### src/rtl/irq_replay_pkg.sv
package irq_replay_pkg;

    localparam int unsigned WORD_W = 32;
    localparam int unsigned ADDR_W = 12;
    localparam int unsigned WSEL_W = 4;

    // Register groups; each group owns a 64-byte address window.
    typedef enum logic [3:0] {
        RG_NONE    = 4'd0,
        RG_ACK     = 4'd1,
        RG_MSK_SET = 4'd2,
        RG_MSK_CLR = 4'd3,
        RG_SEN_SET = 4'd4,
        RG_SEN_CLR = 4'd5,
        RG_POL_SET = 4'd6,
        RG_POL_CLR = 4'd7,
        RG_CTRL    = 4'd8
    } reg_grp_e;

    typedef struct packed {
        logic flush;
        logic edge_only;
        logic enable;
    } ctrl_t;

    typedef struct packed {
        reg_grp_e           grp;
        logic [WSEL_W-1:0]  word;
    } reg_dec_t;

    function automatic reg_dec_t decode_addr(input logic [ADDR_W-1:0] a);
        reg_dec_t d;
        d.word = a[5:2];
        case (a[11:6])
            6'd1:    d.grp = RG_ACK;
            6'd3:    d.grp = RG_MSK_SET;
            6'd4:    d.grp = RG_MSK_CLR;
            6'd6:    d.grp = RG_SEN_SET;
            6'd7:    d.grp = RG_SEN_CLR;
            6'd9:    d.grp = RG_POL_SET;
            6'd10:   d.grp = RG_POL_CLR;
            6'd12:   d.grp = (a[5:2] == '0) ? RG_CTRL : RG_NONE;
            default: d.grp = RG_NONE;
        endcase
        if (a[1:0] != 2'b00) d.grp = RG_NONE;
        return d;
    endfunction

    // Event for one line given current/previous synchronized samples.
    function automatic logic line_hit(input logic cur, input logic prev,
                                      input logic level_sel, input logic act_high,
                                      input logic edge_only);
        logic lvl, edg;
        lvl = act_high ? cur : ~cur;
        edg = act_high ? (cur & ~prev) : (~cur & prev);
        return (level_sel && !edge_only) ? lvl : edg;
    endfunction

endpackage

### src/rtl/irq_line_sync.sv
module irq_line_sync #(
    parameter int unsigned NUM_LINES = 64
) (
    input  logic                 clk_i,
    input  logic                 rst_i,
    input  logic [NUM_LINES-1:0] async_i,
    output logic [NUM_LINES-1:0] cur_o,
    output logic [NUM_LINES-1:0] prev_o
);
    logic [NUM_LINES-1:0] meta_q, cur_q, prev_q;

    always_ff @(posedge clk_i) begin
        if (rst_i) begin
            meta_q <= '0;
            cur_q  <= '0;
            prev_q <= '0;
        end else begin
            meta_q <= async_i;
            cur_q  <= meta_q;
            prev_q <= cur_q;
        end
    end

    assign cur_o  = cur_q;
    assign prev_o = prev_q;

    // the compared sample is the one-cycle-old synchronized value
    prev_follow_chk: assert property (@(posedge clk_i) disable iff (rst_i)
        $past(!rst_i) |-> prev_q == $past(cur_q));
endmodule

### src/rtl/irq_event_detect.sv
module irq_event_detect
    import irq_replay_pkg::*;
#(
    parameter int unsigned NUM_LINES = 64
) (
    input  logic [NUM_LINES-1:0] cur_i,
    input  logic [NUM_LINES-1:0] prev_i,
    input  logic [NUM_LINES-1:0] sens_i,
    input  logic [NUM_LINES-1:0] pol_i,
    input  logic                 edge_only_i,
    output logic [NUM_LINES-1:0] event_o
);
    for (genvar n = 0; n < NUM_LINES; n++) begin : g_line
        assign event_o[n] = line_hit(cur_i[n], prev_i[n], sens_i[n],
                                     pol_i[n], edge_only_i);
    end
endmodule

### src/rtl/irq_reg_file.sv
module irq_reg_file
    import irq_replay_pkg::*;
#(
    parameter int unsigned NUM_LINES = 64
) (
    input  logic                 clk_i,
    input  logic                 rst_i,
    input  logic                 wr_en_i,
    input  logic                 rd_en_i,
    input  logic [ADDR_W-1:0]    addr_i,
    input  logic [WORD_W-1:0]    wdata_i,
    input  logic [NUM_LINES-1:0] status_i,
    output logic [WORD_W-1:0]    rdata_o,
    output logic [NUM_LINES-1:0] mask_o,
    output logic [NUM_LINES-1:0] sens_o,
    output logic [NUM_LINES-1:0] pol_o,
    output ctrl_t                ctrl_o,
    output logic [NUM_LINES-1:0] ack_o
);
    // NUM_LINES is expected to be a multiple of 32, at most 512.
    localparam int unsigned NW = NUM_LINES / WORD_W;

    reg_dec_t             dec;
    logic [NUM_LINES-1:0] mask_q, sens_q, pol_q;
    ctrl_t                ctrl_q;
    logic [WORD_W-1:0]    rd_val, rdata_q;

    assign dec = decode_addr(addr_i);

    function automatic logic [WORD_W-1:0] pick_word(input logic [NUM_LINES-1:0] v,
                                                    input logic [WSEL_W-1:0] w);
        logic [WORD_W-1:0] r;
        r = '0;
        for (int k = 0; k < NW; k++)
            if (w == k[WSEL_W-1:0]) r = v[k*WORD_W +: WORD_W];
        return r;
    endfunction

    always_ff @(posedge clk_i) begin
        if (rst_i) begin
            mask_q <= '1;
            sens_q <= '0;
            pol_q  <= '1;
        end else if (wr_en_i) begin
            for (int k = 0; k < NW; k++) begin
                if (dec.word == k[WSEL_W-1:0]) begin
                    case (dec.grp)
                        RG_MSK_SET: mask_q[k*WORD_W +: WORD_W] <= mask_q[k*WORD_W +: WORD_W] | wdata_i;
                        RG_MSK_CLR: mask_q[k*WORD_W +: WORD_W] <= mask_q[k*WORD_W +: WORD_W] & ~wdata_i;
                        RG_SEN_SET: sens_q[k*WORD_W +: WORD_W] <= sens_q[k*WORD_W +: WORD_W] | wdata_i;
                        RG_SEN_CLR: sens_q[k*WORD_W +: WORD_W] <= sens_q[k*WORD_W +: WORD_W] & ~wdata_i;
                        RG_POL_SET: pol_q[k*WORD_W +: WORD_W]  <= pol_q[k*WORD_W +: WORD_W] | wdata_i;
                        RG_POL_CLR: pol_q[k*WORD_W +: WORD_W]  <= pol_q[k*WORD_W +: WORD_W] & ~wdata_i;
                        default: ;
                    endcase
                end
            end
        end
    end

    // Flush is a one-cycle command bit; a write in that cycle keeps it clear.
    always_ff @(posedge clk_i) begin
        if (rst_i) begin
            ctrl_q <= '0;
        end else begin
            if (ctrl_q.flush) ctrl_q.flush <= 1'b0;
            if (wr_en_i && dec.grp == RG_CTRL) begin
                ctrl_q.enable    <= wdata_i[0];
                ctrl_q.edge_only <= wdata_i[1];
                if (!ctrl_q.flush) ctrl_q.flush <= wdata_i[2];
            end
        end
    end

    for (genvar k = 0; k < NW; k++) begin : g_ack
        assign ack_o[k*WORD_W +: WORD_W] =
            (wr_en_i && dec.grp == RG_ACK && dec.word == WSEL_W'(k)) ? wdata_i : '0;
    end

    always_comb begin
        case (dec.grp)
            RG_ACK:                 rd_val = pick_word(status_i, dec.word);
            RG_MSK_SET, RG_MSK_CLR: rd_val = pick_word(mask_q, dec.word);
            RG_SEN_SET, RG_SEN_CLR: rd_val = pick_word(sens_q, dec.word);
            RG_POL_SET, RG_POL_CLR: rd_val = pick_word(pol_q, dec.word);
            RG_CTRL:                rd_val = {{(WORD_W-3){1'b0}}, ctrl_q};
            default:                rd_val = '0;
        endcase
    end

    always_ff @(posedge clk_i) begin
        if (rst_i)        rdata_q <= '0;
        else if (rd_en_i) rdata_q <= rd_val;
    end

    assign rdata_o = rdata_q;
    assign mask_o  = mask_q;
    assign sens_o  = sens_q;
    assign pol_o   = pol_q;
    assign ctrl_o  = ctrl_q;


    flush_pulse_chk: assert property (@(posedge clk_i) disable iff (rst_i)
        ctrl_q.flush |=> !ctrl_q.flush);

    mask_set_only_chk: assert property (@(posedge clk_i) disable iff (rst_i)
        (wr_en_i && dec.grp == RG_MSK_SET) |=> (mask_q & $past(mask_q)) == $past(mask_q));

    rdata_hold_chk: assert property (@(posedge clk_i) disable iff (rst_i)
        !rd_en_i |=> $stable(rdata_q));
endmodule

### src/rtl/irq_status_replay.sv
module irq_status_replay #(
    parameter int unsigned NUM_LINES = 64
) (
    input  logic                 clk_i,
    input  logic                 rst_i,
    input  logic [NUM_LINES-1:0] event_i,
    input  logic [NUM_LINES-1:0] ack_i,
    input  logic [NUM_LINES-1:0] mask_i,
    input  logic                 enable_i,
    input  logic                 flush_i,
    output logic [NUM_LINES-1:0] status_o,
    output logic [NUM_LINES-1:0] replay_o
);
    logic [NUM_LINES-1:0] status_q, replay_q, sent;

    assign sent = (flush_i && enable_i) ? (status_q & ~mask_i) : '0;

    always_ff @(posedge clk_i) begin
        if (rst_i) begin
            status_q <= '0;
            replay_q <= '0;
        end else begin
            status_q <= (status_q & ~ack_i & ~sent) | event_i;
            replay_q <= sent;
        end
    end

    assign status_o = status_q;
    assign replay_o = replay_q;


    status_source_chk: assert property (@(posedge clk_i) disable iff (rst_i)
        (status_q & ~$past(status_q) & ~$past(event_i)) == '0);

    ack_clear_chk: assert property (@(posedge clk_i) disable iff (rst_i)
        (status_q & $past(ack_i) & ~$past(event_i)) == '0);

    replay_masked_chk: assert property (@(posedge clk_i) disable iff (rst_i)
        (replay_q & $past(mask_i)) == '0);

    replay_single_chk: assert property (@(posedge clk_i) disable iff (rst_i)
        (|replay_q) |=> replay_q == '0);

    replay_enable_chk: assert property (@(posedge clk_i) disable iff (rst_i)
        (|replay_q) |-> $past(enable_i && flush_i));
endmodule

### src/rtl/irq_replay_ctrl.sv
module irq_replay_ctrl
    import irq_replay_pkg::*;
#(
    parameter int unsigned NUM_LINES = 64
) (
    input  logic                 clk_i,
    input  logic                 rst_i,
    input  logic [NUM_LINES-1:0] irq_i,
    input  logic                 wr_en_i,
    input  logic                 rd_en_i,
    input  logic [ADDR_W-1:0]    addr_i,
    input  logic [WORD_W-1:0]    wdata_i,
    output logic [WORD_W-1:0]    rdata_o,
    output logic [NUM_LINES-1:0] replay_o
);
    logic [NUM_LINES-1:0] cur, prev, evt, mask, sens, pol, ack, status;
    ctrl_t                ctrl;

    irq_line_sync #(.NUM_LINES(NUM_LINES)) u_sync (
        .clk_i(clk_i), .rst_i(rst_i), .async_i(irq_i),
        .cur_o(cur), .prev_o(prev)
    );

    irq_event_detect #(.NUM_LINES(NUM_LINES)) u_detect (
        .cur_i(cur), .prev_i(prev), .sens_i(sens), .pol_i(pol),
        .edge_only_i(ctrl.edge_only), .event_o(evt)
    );

    irq_reg_file #(.NUM_LINES(NUM_LINES)) u_regs (
        .clk_i(clk_i), .rst_i(rst_i), .wr_en_i(wr_en_i), .rd_en_i(rd_en_i),
        .addr_i(addr_i), .wdata_i(wdata_i), .status_i(status),
        .rdata_o(rdata_o), .mask_o(mask), .sens_o(sens), .pol_o(pol),
        .ctrl_o(ctrl), .ack_o(ack)
    );

    irq_status_replay #(.NUM_LINES(NUM_LINES)) u_status (
        .clk_i(clk_i), .rst_i(rst_i), .event_i(evt), .ack_i(ack),
        .mask_i(mask), .enable_i(ctrl.enable), .flush_i(ctrl.flush),
        .status_o(status), .replay_o(replay_o)
    );
endmodule

### config.mk
export PLATFORM = sky130hd
export DESIGN_NAME = irq_replay_ctrl
export DESIGN_NICKNAME = d
export VERILOG_FILES = /design/src/rtl/irq_replay_pkg.sv /design/src/rtl/irq_line_sync.sv /design/src/rtl/irq_event_detect.sv /design/src/rtl/irq_reg_file.sv /design/src/rtl/irq_status_replay.sv /design/src/rtl/irq_replay_ctrl.sv
export SDC_FILE = /design/constraint.sdc
export NUM_CORES = 1
export LEC_CHECK = 0
export BUFFER_PORTS_ARGS = -buffer_cell sky130_fd_sc_hd__clkbuf_2
export CORE_ASPECT_RATIO = 0.75
export CORE_UTILIZATION = 59
export DETAILED_ROUTE_END_ITERATION = 10
export PLACE_DENSITY_LB_ADDON = 0.08
export SETUP_SLACK_MARGIN = 0.05
export SYNTH_ARGS = -nofsm -noshare
export SYNTH_HDL_FRONTEND = slang
export SYNTH_SLANG_ARGS = --single-unit
### constraint.sdc
create_clock -name clk_i -period 2.3 [get_ports clk_i]
set_input_delay 0.23 -clock clk_i [delete_from_list [all_inputs] [get_ports clk_i]]
set_output_delay 0.23 -clock clk_i [all_outputs]
set_load 0.005 [all_outputs]
==> results by group <==
Setup path
  – Reg2Reg Depth: 3
  – Crit start category: input port
  – Worst r2r dst: u_status.replay_o[27]
  – CP most frequent cell: nand3_1
  – CP arrival: 2.40 ns
  – Crit path max-delay family: simple AND/OR/NAND/NOR gates
  – Worst reg2reg path startpoint: u_regs.ctrl_o[2]
  – Crit-path slowest cell: or3_1
  – Crit-path max FO: 36
  – Worst R2R Setup Slack: 0.70 ns
  – Worst EP required: 2.84 ns
  – Slowest Stage Delay on Critical Path: 0.62 ns
  – Crit path capture type: flop
  – WS Path Type: input port to flop
  – Worst path bufs/invs: 3
  – Worst path cell trace: dlygate4sd3_1 -> buf_8 -> inv_4 -> nand3_1 -> or3_1 -> nand2b_1 -> nand3_1

Clock network
  – Root buf cell: clkbuf_16
  – Post-CTS Resized: 0
  – Setup Buffers After CTS: 0
  – Clock latency reported for the late side of the worst-skew pair: 0.59 ns
  – H-Tree Level Count: 2
  – Clock sink total: 547
  – TritonCTS buffer count: 50
  – CTS tree: yes
  – Clock Tree Buf Depth: 3
  – Clock transition at path regs: 0.07 ns

Routing
  – DRC: 0
  – Initial DRC Count: 1626
  – Final wirelength: 63230 microns
  – Vias: 17920
  – DR pass1 iterations: 6
  – Via density: 6.034
  – Detail Route Antenna Nets: 0
  – WL/cell: 21.29 microns

Power
  – Leakage Power: 0.01009 uW
  – PwrDens: 744.0 nW/um^2
  – Worst IR Drop VDD: 0.8211 mV

Place
  – Final HPWL from detailed placement: 38130 microns
  – Placer Congestion: 0.9063
  – DP Area: 23560 sq um
  – Buffers on Ports: 207

Synthesis
  – Mapped Nets: 2326
  – Post-synth cell types: 57
  – Register area share after synthesis: 50.03%
  – EDFF count, synth: 0
  – Yosys Warn Count: 0
  – Mapped Avg Cell Area: 9.886 sq um
  – Synth Instances: 2214
  – Fraction of registers with async set/reset: 0%
  – Main synth FF type: dfxtp_1
  – Flip-flop and latch count after synthesis: 547
  – Synthesized area: 21890 sq um

STA
  – RSZ-0062 raised after global routing: no
  – Max-slew headroom: 39.73%
  – Fmax: 0.5357 GHz
  – Pins over their slew limit: 0
  – Fin crit period: 1.867 ns
  – Clock skew: 0.01821 ns
  – Setup_tns: 0 ns
  – Final period utilization: 81.17%
  – Final Setup Violations: 0
  – Least-Margin Pin Slew: 0.9040 ns
  – Final hold vios: 0

Global routing
  – Initial antenna violation count: 2
  – GRT overflow: 0
  – GRT Util Overall: 32.90%
  – First-pass GRT wire length: 97210 microns
  – Vias in the first global route: 17110
  – Largest net degree at the start of global routing: 112

Min path
  – Hold Crit Class: input port to flop
  – WHS Path Cells: 2
  – Hold_sp: wdata_i[6]

Layout
  – Commonest non-fill, non-tap cell in the layout: dfxtp_1
  – Most frequent cells in the layout: dfxtp_1, nand2_1, clkbuf_2, nor2b_1, mux2i_1
  – Register Area: 10950 sq um
  – Area growth from synthesis to layout: 19.48%
  – Layout cells sized above 1: 17.15%
  – Nets: 2546
  – Filler Cells Inserted: 2716
  – Multi-input gate area: 10100 sq um
  – Design area: 26150 sq um

Die
  – I/O pin total: 208
  – Die W: 224.4 microns
  – Starting density of the core: 60.49%
  – Core area: 36180 sq um
  – Die ar.: 37880 sq um
  – Die extent in y: 168.8 microns
  – Number of cell rows: 60

Run status
  – Run status: complete, no violations

Run
  – Max-Cap Viols: 0
[worst max-delay path by stage]
stage / start / endpoint / slack [ns] / cells after the start
final: rst_i / u_regs.rdata_o[4] / 0.43 / 7
after global routing: rst_i / u_status.replay_o[27] / 0.38 / 6
after CTS: rst_i / u_regs.rdata_o[4] / 0.50 / 7
after detailed placement: addr_i[7] / flop / 0.05 / 8
after global placement: addr_i[7] / u_regs.rdata_o[0] / 0.06 / 8
after floorplan: addr_i[9] / flop / 0.44 / 7
[report_power, final]
part | leakage (uW) | internal, uW | switching, uW
clock | 0.000844 | 5020 | 3620
sequential | 0.00445 | 9630 | 97.2
combinational | 0.00480 | 462 | 621
total | 0.0101 | 15100 | 4340
[final cells by class]
| type | instances | share of cell area (%) |
|---|---|---|
| clock buffers | 68 | 5.430 |
| flip-flops and latches | 547 | 41.87 |
| inverters | 11 | 0.1674 |
| diodes | 2 | 0.01914 |
| repair buffers | 363 | 10.40 |
| well taps | 496 | 2.373 |
| multi-input cells | 1461 | 38.63 |
| clock inverters | 22 | 1.115 |
[layer usage]
layer | track usage (%) | vias to the layer above | wire length (microns)
met5 | 0 | - | 0
met4 | 12.48 | 0 | 1891
met3 | 7.221 | 136 | 5352
met2 | 51.89 | 815 | 28960
met1 | 44.18 | 8607 | 27030
li1 | - | 8362 | -
[through the flow]
step | power, uW | instances | utilization, % | hold slack [ns] | setup slack, ns
after detailed placement | 10880 | 2790 | 65.10 | 0.4223 | 0.05352
after CTS | 19560 | 2968 | 72.26 | 0.002108 | 0.5021
after global routing | 20040 | 2970 | 72.28 | 0.02825 | 0.3842
final | 19460 | 2970 | 72.28 | 0.01734 | 0.4331
after global placement | 10860 | 2790 | 65.10 | 0.4184 | 0.06370
after floorplan | 10530 | 2214 | - | 0.3582 | 0.4423
[Yosys cell counts, drive strengths merged, types with 2 or more instances]
| master | count | area [sq um] |
|---|---|---|
| a211oi | 99 | 743.2 |
| nand3 | 45 | 230.2 |
| nand4 | 3 | 18.77 |
| nor3b | 66 | 500.5 |
| a31oi | 96 | 600.6 |
| o2111ai | 64 | 560.5 |
| xor2 | 129 | 1137 |
| clkbuf | 140 | 526.8 |
| and3 | 5 | 31.28 |
| a221oi | 19 | 183.9 |
| or3 | 4 | 25.02 |
| mux2i | 136 | 1361 |
| inv | 11 | 41.29 |
| nor2 | 27 | 128.9 |
| dfxtp | 547 | 10950 |
| o31ai | 64 | 480.5 |
| and3b | 3 | 26.28 |
| mux2 | 28 | 315.3 |
| a22oi | 9 | 67.56 |
| nor3 | 12 | 120.1 |
| buf | 55 | 326.6 |
| o221ai | 3 | 26.28 |
| a21oi | 73 | 365.4 |
| nor2b | 194 | 1214 |
| nor4 | 2 | 12.51 |
| nand2 | 255 | 959.7 |
| o22ai | 29 | 181.4 |
| nand2b | 10 | 62.56 |
| mux4 | 12 | 270.3 |
| o21ai | 63 | 319.1 |
[cells by family (layout without fill, tap and decap cells)]
kind of cell / after synthesis / after routing / share of synthesized area [%]
muxes: 176 / 176 / 8.894
DFF: 547 / 547 / 50.03
xor gates and xnor gates: 129 / 129 / 5.196
buffers and inverters: 206 / 464 / 4.087
and+or+nand+nor: 630 / 630 / 15.41
AOI/OAI and AO/OA: 526 / 526 / 16.39
other: 0 / 2 / 0
[timing repair]
item | in CTS | in global routing
endpoints found under the setup margin | 0 | 0
endpoints found under the hold margin | 124 | 0
hold buffers | 88 | 0
(Power assumes the default switching activity.)
